## src/rtl/nand_cp_pkg.sv

```systemverilog
package nand_cp_pkg;
  localparam logic [7:0] CMD_LOAD  = 8'h80;
  localparam logic [7:0] CMD_CACHE = 8'h15;
  localparam logic [7:0] CMD_LAST  = 8'h10;
  localparam logic [7:0] CMD_STAT  = 8'h70;

  typedef enum logic [1:0] {
    DEC_IDLE,
    DEC_ADDR,
    DEC_DATA
  } dec_state_e;
endpackage

```

## src/rtl/nand_cp_dec.sv

```systemverilog
module nand_cp_dec
  import nand_cp_pkg::*;
#(
  parameter int ADDR_CYCLES = 4,
  parameter int PAGE_BYTES  = 16,
  parameter int ROW_W       = 16
) (
  input  logic             clk_i,
  input  logic             rst_ni,
  input  logic             we_i,
  input  logic             cle_i,
  input  logic             ale_i,
  input  logic [7:0]       io_i,
  input  logic             busy_i,
  output logic             conf_o,
  output logic             last_o,
  output logic [ROW_W-1:0] row_o,
  output logic             stat_sel_o
);
  localparam int AC_W    = $clog2(ADDR_CYCLES + 1);
  localparam int BC_W    = $clog2(PAGE_BYTES + 1);
  localparam int COL_CYC = ADDR_CYCLES - ROW_W / 8;
  localparam logic [AC_W-1:0] AC_LAST = AC_W'(ADDR_CYCLES - 1);
  localparam logic [AC_W-1:0] AC_COL  = AC_W'(COL_CYC);
  localparam logic [BC_W-1:0] BC_MAX  = BC_W'(PAGE_BYTES);

  dec_state_e      state_q;
  logic [AC_W-1:0] acnt_q;
  logic [BC_W-1:0] bcnt_q;

  wire cmd_wr  = we_i && cle_i;
  wire addr_wr = we_i && ale_i && !cle_i;
  wire data_wr = we_i && !ale_i && !cle_i;

  always_ff @(posedge clk_i or negedge rst_ni) begin
    if (!rst_ni) begin
      state_q    <= DEC_IDLE;
      acnt_q     <= '0;
      bcnt_q     <= '0;
      row_o      <= '0;
      conf_o     <= 1'b0;
      last_o     <= 1'b0;
      stat_sel_o <= 1'b0;
    end else begin
      conf_o <= 1'b0;
      last_o <= 1'b0;
      if (cmd_wr) begin
        stat_sel_o <= (io_i == CMD_STAT);
        if (io_i == CMD_LOAD && !busy_i) begin
          state_q <= DEC_ADDR;
          acnt_q  <= '0;
          bcnt_q  <= '0;
        end else if ((io_i == CMD_CACHE || io_i == CMD_LAST) && state_q == DEC_DATA) begin
          conf_o  <= 1'b1;
          last_o  <= (io_i == CMD_LAST);
          state_q <= DEC_IDLE;
        end else if (io_i != CMD_STAT) begin
          state_q <= DEC_IDLE;
        end
      end else if (addr_wr && state_q == DEC_ADDR) begin
        if (acnt_q >= AC_COL) row_o <= {io_i, row_o[ROW_W-1:8]};
        if (acnt_q == AC_LAST) state_q <= DEC_DATA;
        acnt_q <= acnt_q + 1'b1;
      end else if (data_wr && state_q == DEC_DATA && bcnt_q < BC_MAX) begin
        bcnt_q <= bcnt_q + 1'b1;
      end
    end
  end

  assert_byte_cap_R2: assert property (@(posedge clk_i) disable iff (!rst_ni)
    bcnt_q <= BC_MAX);
  assert_addr_cap_R2: assert property (@(posedge clk_i) disable iff (!rst_ni)
    state_q == DEC_ADDR |-> acnt_q <= AC_LAST);
endmodule

```

## src/rtl/nand_cp_pipe.sv

```systemverilog
module nand_cp_pipe #(
  parameter int PROG_CYCLES   = 40,
  parameter int XFER_CYCLES   = 4,
  parameter int MAX_PAGES     = 64,
  parameter int PAGES_PER_BLK = 64,
  parameter int ROW_W         = 16
) (
  input  logic             clk_i,
  input  logic             rst_ni,
  input  logic             conf_i,
  input  logic             last_i,
  input  logic [ROW_W-1:0] row_i,
  input  logic             inj_en_i,
  input  logic [ROW_W-1:0] inj_row_i,
  output logic             busy_o,
  output logic [7:0]       status_o
);
  localparam int PG_W  = $clog2(PAGES_PER_BLK);
  localparam int BLK_W = ROW_W - PG_W;
  localparam int XC_W  = $clog2(XFER_CYCLES) + 1;
  localparam int PC_W  = $clog2(PROG_CYCLES) + 1;
  localparam int SC_W  = $clog2(MAX_PAGES + 2);
  localparam logic [SC_W-1:0] SEQ_CAP = SC_W'(MAX_PAGES);

  logic             cache_full_q, cache_bad_q, last_pend_q;
  logic             xfer_on_q, pb_busy_q, pb_bad_q;
  logic [XC_W-1:0]  xfer_cnt_q;
  logic [PC_W-1:0]  prog_cnt_q;
  logic             seq_on_q;
  logic [BLK_W-1:0] seq_blk_q;
  logic [SC_W-1:0]  seq_cnt_q;
  logic             sr0_q, sr1_q;

  wire [BLK_W-1:0] row_blk = row_i[ROW_W-1:PG_W];
  wire inj_hit    = inj_en_i && (row_i == inj_row_i);
  wire seq_bad    = seq_on_q && (row_blk != seq_blk_q || seq_cnt_q >= SEQ_CAP);
  wire start_xfer = cache_full_q && !xfer_on_q && !pb_busy_q;
  wire xfer_done  = xfer_on_q && xfer_cnt_q == '0;
  wire prog_done  = pb_busy_q && prog_cnt_q == '0;
  wire seq_end    = last_pend_q && !cache_full_q && !pb_busy_q;

  always_ff @(posedge clk_i or negedge rst_ni) begin
    if (!rst_ni) begin
      cache_full_q <= 1'b0;
      cache_bad_q  <= 1'b0;
      last_pend_q  <= 1'b0;
      xfer_on_q    <= 1'b0;
      xfer_cnt_q   <= '0;
      pb_busy_q    <= 1'b0;
      pb_bad_q     <= 1'b0;
      prog_cnt_q   <= '0;
      seq_on_q     <= 1'b0;
      seq_blk_q    <= '0;
      seq_cnt_q    <= '0;
      sr0_q        <= 1'b0;
      sr1_q        <= 1'b0;
    end else begin
      if (conf_i) begin
        cache_full_q <= 1'b1;
        cache_bad_q  <= inj_hit || seq_bad;
        if (last_i) last_pend_q <= 1'b1;
        if (!seq_on_q) begin
          seq_on_q  <= 1'b1;
          seq_blk_q <= row_blk;
          seq_cnt_q <= SC_W'(1);
          sr0_q     <= 1'b0;
          sr1_q     <= 1'b0;
        end else if (seq_cnt_q <= SEQ_CAP) begin
          seq_cnt_q <= seq_cnt_q + 1'b1;
        end
      end
      if (start_xfer) begin
        xfer_on_q  <= 1'b1;
        xfer_cnt_q <= XC_W'(XFER_CYCLES - 1);
      end else if (xfer_done) begin
        xfer_on_q    <= 1'b0;
        cache_full_q <= 1'b0;
        pb_busy_q    <= 1'b1;
        pb_bad_q     <= cache_bad_q;
        prog_cnt_q   <= PC_W'(PROG_CYCLES - 1);
      end else if (xfer_on_q) begin
        xfer_cnt_q <= xfer_cnt_q - 1'b1;
      end
      if (prog_done) begin
        pb_busy_q <= 1'b0;
        sr1_q     <= sr0_q;
        sr0_q     <= pb_bad_q;
      end else if (pb_busy_q) begin
        prog_cnt_q <= prog_cnt_q - 1'b1;
      end
      if (seq_end) begin
        last_pend_q <= 1'b0;
        seq_on_q    <= 1'b0;
      end
    end
  end

  assign busy_o   = cache_full_q || last_pend_q;
  assign status_o = {1'b0, !cache_full_q, !(cache_full_q || pb_busy_q), 3'b000, sr1_q, sr0_q};

  assert_confirm_busy_R3: assert property (@(posedge clk_i) disable iff (!rst_ni)
    conf_i |=> busy_o);
  assert_xfer_waits_R4: assert property (@(posedge clk_i) disable iff (!rst_ni)
    xfer_on_q |-> !pb_busy_q);
  assert_seq_end_idle_R5: assert property (@(posedge clk_i) disable iff (!rst_ni)
    $fell(last_pend_q) |-> !cache_full_q && !pb_busy_q && !xfer_on_q);
  assert_seq_cap_R9: assert property (@(posedge clk_i) disable iff (!rst_ni)
    seq_cnt_q <= SEQ_CAP + 1'b1);
  assert_confirm_legal_R11: assert property (@(posedge clk_i) disable iff (!rst_ni)
    conf_i |-> !busy_o);
endmodule

```

## src/rtl/nand_cache_prog.sv

```systemverilog
module nand_cache_prog
  import nand_cp_pkg::*;
#(
  parameter int ADDR_CYCLES   = 4,
  parameter int PAGE_BYTES    = 16,
  parameter int PROG_CYCLES   = 40,
  parameter int XFER_CYCLES   = 4,
  parameter int MAX_PAGES     = 64,
  parameter int PAGES_PER_BLK = 64,
  localparam int ROW_W        = 8 * (ADDR_CYCLES - 2)
) (
  input  logic             clk_i,
  input  logic             rst_ni,
  input  logic             we_i,
  input  logic             cle_i,
  input  logic             ale_i,
  input  logic [7:0]       io_i,
  output logic [7:0]       io_o,
  output logic             rb_o,
  input  logic             inj_en_i,
  input  logic [ROW_W-1:0] inj_row_i
);
  logic             conf, last, stat_sel, busy;
  logic [ROW_W-1:0] row;
  logic [7:0]       status;

  nand_cp_dec #(
    .ADDR_CYCLES(ADDR_CYCLES), .PAGE_BYTES(PAGE_BYTES), .ROW_W(ROW_W)
  ) u_dec (
    .clk_i, .rst_ni, .we_i, .cle_i, .ale_i, .io_i,
    .busy_i(busy), .conf_o(conf), .last_o(last), .row_o(row), .stat_sel_o(stat_sel)
  );

  nand_cp_pipe #(
    .PROG_CYCLES(PROG_CYCLES), .XFER_CYCLES(XFER_CYCLES), .MAX_PAGES(MAX_PAGES),
    .PAGES_PER_BLK(PAGES_PER_BLK), .ROW_W(ROW_W)
  ) u_pipe (
    .clk_i, .rst_ni, .conf_i(conf), .last_i(last), .row_i(row),
    .inj_en_i, .inj_row_i, .busy_o(busy), .status_o(status)
  );

  assign rb_o = !busy;
  assign io_o = stat_sel ? status : 8'h00;

  assert_io_quiet_R12: assert property (@(posedge clk_i) disable iff (!rst_ni)
    !stat_sel |-> io_o == 8'h00);
endmodule

```

## config.mk

```make
export PLATFORM = sky130hd
export DESIGN_NAME = nand_cache_prog
export DESIGN_NICKNAME = d
export VERILOG_FILES = /design/src/rtl/nand_cp_pkg.sv /design/src/rtl/nand_cp_dec.sv /design/src/rtl/nand_cp_pipe.sv /design/src/rtl/nand_cache_prog.sv
export SDC_FILE = /design/constraint.sdc
export NUM_CORES = 1
export LEC_CHECK = 0
export BUFFER_PORTS_ARGS = -buffer_cell sky130_fd_sc_hd__buf_2
export CORE_MARGIN = 1
export CORE_UTILIZATION = 49
export CTS_CLUSTER_SIZE = 14
export DETAILED_ROUTE_END_ITERATION = 8
export PLACE_DENSITY_LB_ADDON = 0.15
export SLEW_MARGIN = 20
export SYNTH_ARGS = -nofsm -noshare
export SYNTH_HDL_FRONTEND = slang
export SYNTH_SLANG_ARGS = --single-unit
```

## constraint.sdc

```tcl
create_clock -name clk_i -period 1.75 [get_ports clk_i]
set_clock_uncertainty 0.15 [all_clocks]
set_input_delay 0.35 -clock clk_i [delete_from_list [all_inputs] [get_ports clk_i]]
set_output_delay 0.35 -clock clk_i [all_outputs]
set_load 0.05 [all_outputs]
```

==> results of run 1 <==
-- path summary, 6_finish.rpt --
check                                  endpoint  slack, ns  depth (start not counted)
max in group asynchronous   u_pipe.cache_full_q       0.78                          3
min reg2reg                u_pipe.xfer_cnt_q[0]       0.32                          1
min in group asynchronous  u_pipe.prog_cnt_q[2]       0.40                          3
max reg2reg                        u_pipe.sr0_q      -0.06                          5
min                             u_dec.row_o[12]       0.12                          2
max                                u_pipe.sr0_q      -0.06                          5
-- per-stage QoR --
stage	util (%)	setup slack [ns]	instance area, um^2
after floorplan	-	-0.0542	3040
after global placement	58.3	-0.0947	3450
after detailed placement	58.3	-0.133	3450
after CTS	62.5	-0.0510	3700
after global routing	64.8	-0.119	3830
final	64.8	-0.0579	3830
-- state kept, by name (all words and copies together), names as in the netlist, 2 cells and up --
name	cells
u_pipe.prog_cnt_q	7
u_pipe.seq_cnt_q	7
u_pipe.seq_blk_q	10
u_pipe.xfer_cnt_q	3
u_dec.acnt_q	3
u_dec.state_q	2
u_dec.row_o	16
-- cells in the final DEF, fill, tap and decap left out, drive strengths merged, types with 9 or more instances in the layout --
cell type and count:
o21ai 9, inv 13, dfrtp 60, buf 59, nor2 19, clkbuf 14, xor2 24, mux2 18
nand2 51
-- metal layers --
layer  share of wire, %  vias to the layer above  wire (um)
met5                  0                        -          0
met4                2.5                        0        152
met3                3.1                       14        192
met2                 46                       56       2820
met1                 48                     1087       2970
li1                   -                     1110          -
-- synthesized netlist by cell type, types with 2 or more instances --
cell type | number | area share [%]
xor2_1 | 24 | 7.0
dfrtp_1 | 60 | 50
o21ai_0 | 9 | 1.5
nand3_1 | 6 | 1.0
mux2_2 | 18 | 6.7
nor4_1 | 6 | 1.2
buf_4 | 4 | 1.0
nand4b_1 | 2 | 0.58
clkbuf_1 | 5 | 0.62
xnor2_1 | 8 | 2.3
a21o_1 | 2 | 0.50
and3b_1 | 2 | 0.58
a31oi_1 | 3 | 0.62
and2_1 | 3 | 0.62
nand2_1 | 51 | 6.4
ha_1 | 8 | 3.3
nor2_1 | 17 | 2.1
nor2b_1 | 3 | 0.62
o2bb2ai_1 | 2 | 0.58
nor3_1 | 5 | 0.83
a21oi_1 | 6 | 1.0
or4_4 | 2 | 0.75
nand4_1 | 2 | 0.42
o31ai_1 | 2 | 0.50
nand2b_1 | 3 | 0.62
inv_1 | 13 | 1.6
-- final cells by class --
class | count | area, um^2 | share of cell area (%)
inverters | 13 | 48.8 | 1.27
well taps | 75 | 93.8 | 2.45
clock buffers | 12 | 145 | 3.79
clock inverters | 4 | 72.6 | 1.89
flip-flops and latches | 60 | 1500 | 39.2
multi-input cells | 209 | 1520 | 39.7
repair buffers | 62 | 448 | 11.7
-- worst register-to-register path, delay by kind of cell (launching register included) --
family | cells | cell delay [ns]
DFF | 1 | 0.37
AOI/OAI and AO/OA | 1 | 0.05
and+or+nand+nor | 4 | 1.15
-- what timing repair did --
item,CTS,global route
endpoints found under the setup margin,11,27
gates cloned,0,1
endpoints found under the hold margin,60,0
resized for setup,7,28
setup buffers,1,1
hold buffers,1,0
pin swaps,4,3
-- logic make-up after synthesis --
family                     Yosys count  share of synthesized area, %
AOI/OAI and AO/OA                   33                          7.90
other                                1                         0.125
buffers and inverters               23                          3.41
adders and majority gates            8                          3.33
xor gates and xnor gates            32                          9.31
and+or+nand+nor                    114                          19.3
muxes                               18                          6.74
DFF                                 60                          49.9
-- report_power, final --
part	switching (uW)	leakage, uW	internal (uW)	total [uW]
logic	82.6	0.00100	55.4	138
registers	0.605	0.000832	1390	1390
clock network	549	0.000107	840	1390
==> metrics.csv, run 1 <==
stage;metric;value;unit
power;fin_total_pwr;2910;uW
finish;antenna_cells;0;
cts;cts_tree;yes;
floorplan;ios;39;
timing;fin_ws;-0.0579;ns
routing;routed-via-count;2267;
cts;clockRootBuffer;clkbuf_8;
global_route;met1_usage;26.7;%
worst_setup_path;path_class;flop to flop;
routing;dr.pass1.iters;4;
global_route;grt.total_usage;20.2;%
cts;cts.sink_count;60;
routing;via_per_inst;5.21;
worst_setup_path;crit_start;u_pipe.prog_cnt_q[3];
worst_hold_path;min_path_type;input port to flop;
floorplan;core;5920;um^2
global_route;use_met3;5.11;%
finish;fillers;488;
worst_setup_path;crit_arrival;1.91;ns
job;maxCapViolations;0;
timing;rsz0062_at_grt;true;
worst_setup_path;start_kind;flop;
floorplan;die_x;80.4;um
yosys;async_flop_share;100;%
worst_setup_path;timing.rr.start;u_pipe.prog_cnt_q[3];
yosys;ys_ff_latch;60;
yosys;ys_seq_area_share;49.9;%
routing;drt_iter0_drc;115;
finish;layout-drive-gt1-share;32.2;%
timing;holdWs;0.122;ns
global_route;grt_pass1_vias;2139;
timing;setup-violations-final;8;
routing;drcViolationCount;0;
worst_setup_path;critPathSlowestCell;or4b_4;
placed_design;dp_hpwl;4.15;mm
finish;area_growth_syn_to_layout;27.4;%
floorplan;initial_core_util;50.8;%
power;p_leak;0.00194;uW
cts;cts_made_buffers;9;
worst_hold_path;hp-start;io_i[4];
worst_setup_path;crit_family;simple AND/OR/NAND/NOR gates;
cts;htreeDepth;3;
yosys;ys_types;49;
worst_setup_path;critical-path-max-stage-delay;0.54;ns
power;powerDensity;760;nW/um^2
routing;wl_per_cell;14.1;um
global_route;antenna_found_initial;0;
placed_design;io_buffers;34;
timing;fmax;0.553;GHz
worst_setup_path;endpoint_kind;flop;
timing;period_minus_slack;1.81;ns
status;violations;negative setup slack;
worst_setup_path;crit_path_cell_trace;or3_4 -> or4b_4 -> nor2_4 -> nand2_2 -> o31ai_2;
worst_setup_path;critPathMaxFanout;4;
power;ir_drop;459;uV
floorplan;core.rowCount;28;
finish;layout.cells.non_filler;435;
cts;clock_latency;0.34;ns
cts;clkSlewWorstSetupHoldPaths;0.07;ns
routing;antenna_left;0;
global_route;grt_max_degree;61;
timing;finalSetupTns;-0.204;ns
worst_setup_path;cp_data_required_time;1.85;ns
finish;layout.nets;393;
yosys;synthCells;289;
global_route;use_met2;31.4;%
global_route;grt-busiest-layer;met2;
yosys;synth_area;3010;um^2
yosys;yosysWarnings;0;
status;status;complete, but fails checks;
yosys;synth_edf_count;0;
global_route;grt-ovfl-total;0;
cts;clockBufferDepth;2;
timing;min_period_over_period;103;%
timing;maxSlewViolCount;0;
floorplan;die_h;80.4;um
timing;finalHoldViolCount;0;
worst_setup_path;crit_buf_inv;0;
floorplan;die-area;6460;um^2
placed_design;place.gp.congestion;0.803;
placed_design;dp.cells;415;
routing;wirelength;6.14;mm
global_route;grt_first_pass_wirelength;9.72;mm
yosys;avgSynthCellArea;10.4;um^2
yosys;ys_dominant_reg_cell;dfrtp_1;
Power figures use the tool's default switching activity.
==> run 2: changes to the inputs <==
--- a/config.mk
+++ b/config.mk
@@ -5,7 +5,7 @@
 export SDC_FILE = /design/constraint.sdc
 export NUM_CORES = 1
 export LEC_CHECK = 0
-export BUFFER_PORTS_ARGS = -buffer_cell sky130_fd_sc_hd__buf_2
+export BUFFER_PORTS_ARGS = -buffer_cell sky130_fd_sc_hd__buf_4
 export CORE_MARGIN = 1
 export CORE_UTILIZATION = 49
 export CTS_CLUSTER_SIZE = 14
@@ -14,4 +14,5 @@
 export SLEW_MARGIN = 20
 export SYNTH_ARGS = -nofsm -noshare
 export SYNTH_HDL_FRONTEND = slang
+export SYNTH_HIERARCHICAL = 1
 export SYNTH_SLANG_ARGS = --single-unit
==> run 2 against run 1 <==
The run still ends with negative setup slack left. Non-clock buffer count grew 13. Synthesized cell count is 5.2% higher. Area after synthesis is 5.3% higher. First-iteration DRC count did not move. Sequential power about the same. Clock power down 19%. Critical path type unchanged.
==> metrics.csv, run 2 <==
stage;metric;value;unit;change
routing;antenna_left;0;;unchanged
yosys;ys_types;51;;was 49
timing;rsz0062_at_grt;true;;unchanged
cts;cts.sink_count;60;;unchanged
worst_setup_path;cp_data_required_time;1.86;ns;was 1.85 ns
yosys;yosysMostFrequentCell;dfrtp_1;;unchanged
routing;dr.pass1.iters;4;;unchanged
timing;setup-violations-final;18;;was 8
yosys;synth_edf_count;0;;unchanged
placed_design;place.gp.congestion;0.814;;was 0.803
yosys;post-synth-top-area-cell;dfrtp_1;;unchanged
yosys;synthTopCellsByArea;dfrtp_1 47%, xnor2_1 5.5%, nand2_1 5.5%;;was dfrtp_1 50%, xor2_1 7.0%, mux2_2 6.7%
cts;cts_tree;yes;;unchanged
worst_hold_path;min_path_type;input port to flop;;unchanged
placed_design;io_buffers;34;;unchanged
yosys;async_flop_share;100;%;unchanged
floorplan;die-area;6790;um^2;was 6460 um^2
yosys;avgSynthCellArea;10.4;um^2;about the same
timing;fin_ws;-0.0742;ns;was -0.0579 ns
cts;clockRootBuffer;clkbuf_8;;unchanged
yosys;ys_seq_area_share;47.4;%;was 49.9%
worst_setup_path;start_kind;flop;;unchanged
status;status;complete, but fails checks;;unchanged
yosys;synthCells;304;;was 289
power;p_leak;0.00204;uW;was 0.00194 uW
finish;layout_commonest_cell;buf_4;;was dfrtp_1
timing;fmax;0.548;GHz;was 0.553 GHz
timing;period_minus_slack;1.82;ns;was 1.81 ns
cts;cts_made_buffers;9;;unchanged
finish;mostFrequentLayoutCells;68 x buf_4, 56 x dfrtp_1, 45 x nand2_1;;was 59 x dfrtp_1, 50 x nand2_1, 31 x buf_2
finish;largest_register;u_dec/row_o;;was u_dec.row_o
status;violations;negative setup slack;;unchanged
worst_setup_path;crit_arrival;1.93;ns;was 1.91 ns
timing;holdWs;0.0648;ns;was 0.122 ns
finish;layout.nets;420;;was 393
yosys;yosysTopAreaCellShare;47.4;%;was 49.9%
routing;drt_iter0_drc;115;;unchanged
finish;antenna_cells;0;;unchanged
floorplan;core;6060;um^2;was 5920 um^2
finish;stdcell_area;4100;um^2;was 3830 um^2
cts;clockBufferDepth;2;;unchanged
power;fin_total_pwr;2660;uW;was 2910 uW
floorplan;core.rowCount;28;;unchanged
yosys;yosysWarnings;6;;was 0
worst_setup_path;path_class;flop to flop;;unchanged
finish;area_growth_syn_to_layout;29.3;%;was 27.4%
routing;wirelength;6.90;mm;was 6.14 mm
timing;maxSlewViolCount;0;;unchanged
global_route;grt-ovfl-total;0;;unchanged
cts;htreeDepth;3;;unchanged
global_route;grt_pass1_vias;2357;;was 2139
yosys;ys_ff_latch;60;;unchanged
floorplan;die_h;82.4;um;was 80.4 um
yosys;synth_common_cells;60 x dfrtp_1, 46 x nand2_1, 20 x xnor2_1, 17 x inv_1, 17 x nor2_1;;was 60 x dfrtp_1, 51 x nand2_1, 24 x xor2_1, 18 x mux2_2, 17 x nor2_1
routing;wl_per_cell;15.0;um;was 14.1 um
yosys;synth_area;3170;um^2;was 3010 um^2
cts;clock_latency;0.34;ns;about the same
power;ir_drop;417;uV;was 459 uV
timing;finalSetupTns;-0.706;ns;was -0.204 ns
worst_setup_path;endpoint_kind;flop;;unchanged
job;maxCapViolations;0;;unchanged
timing;min_period_over_period;104;%;was 103%
floorplan;ios;39;;unchanged
finish;layout-drive-gt1-share;35.3;%;was 32.2%
worst_setup_path;critPathMaxFanout;4;;unchanged
finish;post-route-util;67.6;%;was 64.8%
routing;via_per_inst;5.26;;was 5.21
global_route;grt_max_degree;26;;was 61
cts;clkSlewWorstSetupHoldPaths;0.06;ns;was 0.07 ns
global_route;grt_first_pass_wirelength;10.9;mm;was 9.72 mm
yosys;ys_dominant_reg_cell;dfrtp_1;;unchanged
global_route;antenna_found_initial;0;;unchanged
global_route;grt.total_usage;22.1;%;was 20.2%
power;powerDensity;649;nW/um^2;was 760 nW/um^2
floorplan;initial_core_util;52.3;%;was 50.8%
routing;drcViolationCount;0;;unchanged
routing;routed-via-count;2419;;was 2267
finish;top_regs;u_dec/row_o: 16 flops, u_pipe/seq_blk_q: 10 flops;;was u_dec.row_o: 16 flops, u_pipe.seq_blk_q: 10 flops
placed_design;dp_hpwl;4.89;mm;was 4.15 mm
placed_design;dpl-instance-area;3720;um^2;was 3450 um^2
finish;largest_reg_flops;16;;unchanged
timing;finalHoldViolCount;0;;unchanged
floorplan;die_x;82.4;um;was 80.4 um
[run 2: cell types whose count changed in the layout (fill, tap and decap cells not counted), sizes merged, moves of 5 or more]
cell and change:
xnor2 +12, nand2 -5, xor2 -12, a21oi +5, and2 +5, o21ai +5, buf +14
[run 2: critical path: stages, from the launching register on]
cell     delay, ns
dfrtp_1       0.38
or3_4         0.42
or4b_4        0.51
nor2_4        0.13
nand2_1       0.06
o21ai_1       0.08
[run 2: final timing paths]
check	depth (start not counted)	startpoint	slack, ns	end
max	5	u_pipe/prog_cnt_q[4]	-0.07	u_pipe/sr0_q
max reg2reg	5	u_pipe/prog_cnt_q[4]	-0.07	u_pipe/sr0_q
min	2	io_i[3]	0.06	u_dec/conf_o
max in group asynchronous	3	rst_ni	0.66	u_pipe/pb_busy_q
min in group asynchronous	2	rst_ni	0.32	u_pipe/seq_cnt_q[3]
min reg2reg	2	u_pipe/seq_blk_q[4]	0.35	u_pipe/seq_blk_q[4]
[run 2: cells by family after synthesis]
logic type / share of synthesized area (%)
adders and majority gates: 3.16
and+or+nand+nor: 18.4
buffers and inverters: 4.62
DFF: 47.4
muxes: 7.23
xor gates and xnor gates: 8.85
other: 0.118
AOI/OAI and AO/OA: 10.2
[run 2: repair_timing]
item,CTS,global route
gates cloned,0,1
hold endpoints to repair,22,0
hold buffers,1,0
resized for setup,16,20
endpoints found under the setup margin,14,26
buffers inserted,1,6
pin swaps,5,4
[run 2: through the flow]
step	setup slack, ns	cells
floorplan	-0.0413	307
global placement	-0.0451	437
detailed placement	-0.0769	437
CTS	-0.0560	453
global route	-0.137	460
finish	-0.0742	460
[run 2: per-layer routing]
metal  vias up  track usage [%]  routed length (um)
li1       1194                -                   -
met2        44             34.7                3310
met3        11             3.41                 225
met5         -                0                   0
met1      1170             29.1                3240
met4         0             12.5                 116
[run 2: layout make-up]
cell class	instances	area (um^2)
Clock inverter	2	10.0
Multi-Input combinational cell	219	1630
Sequential cell	60	1510
Timing Repair Buffer	75	623
Inverter	17	66.3
Fill cell	467	1970
Tap cell	75	93.8
Clock buffer	12	165
[run 2: where the power goes]
group / total (uW) / internal [uW] / leakage (uW) / switching (uW)
clock: 1120 / 609 / 0.0000941 / 512
sequential: 1390 / 1390 / 0.000832 / 1.19
combinational: 149 / 78.4 / 0.00112 / 70.8
total: 2660 / 2080 / 0.00204 / 584
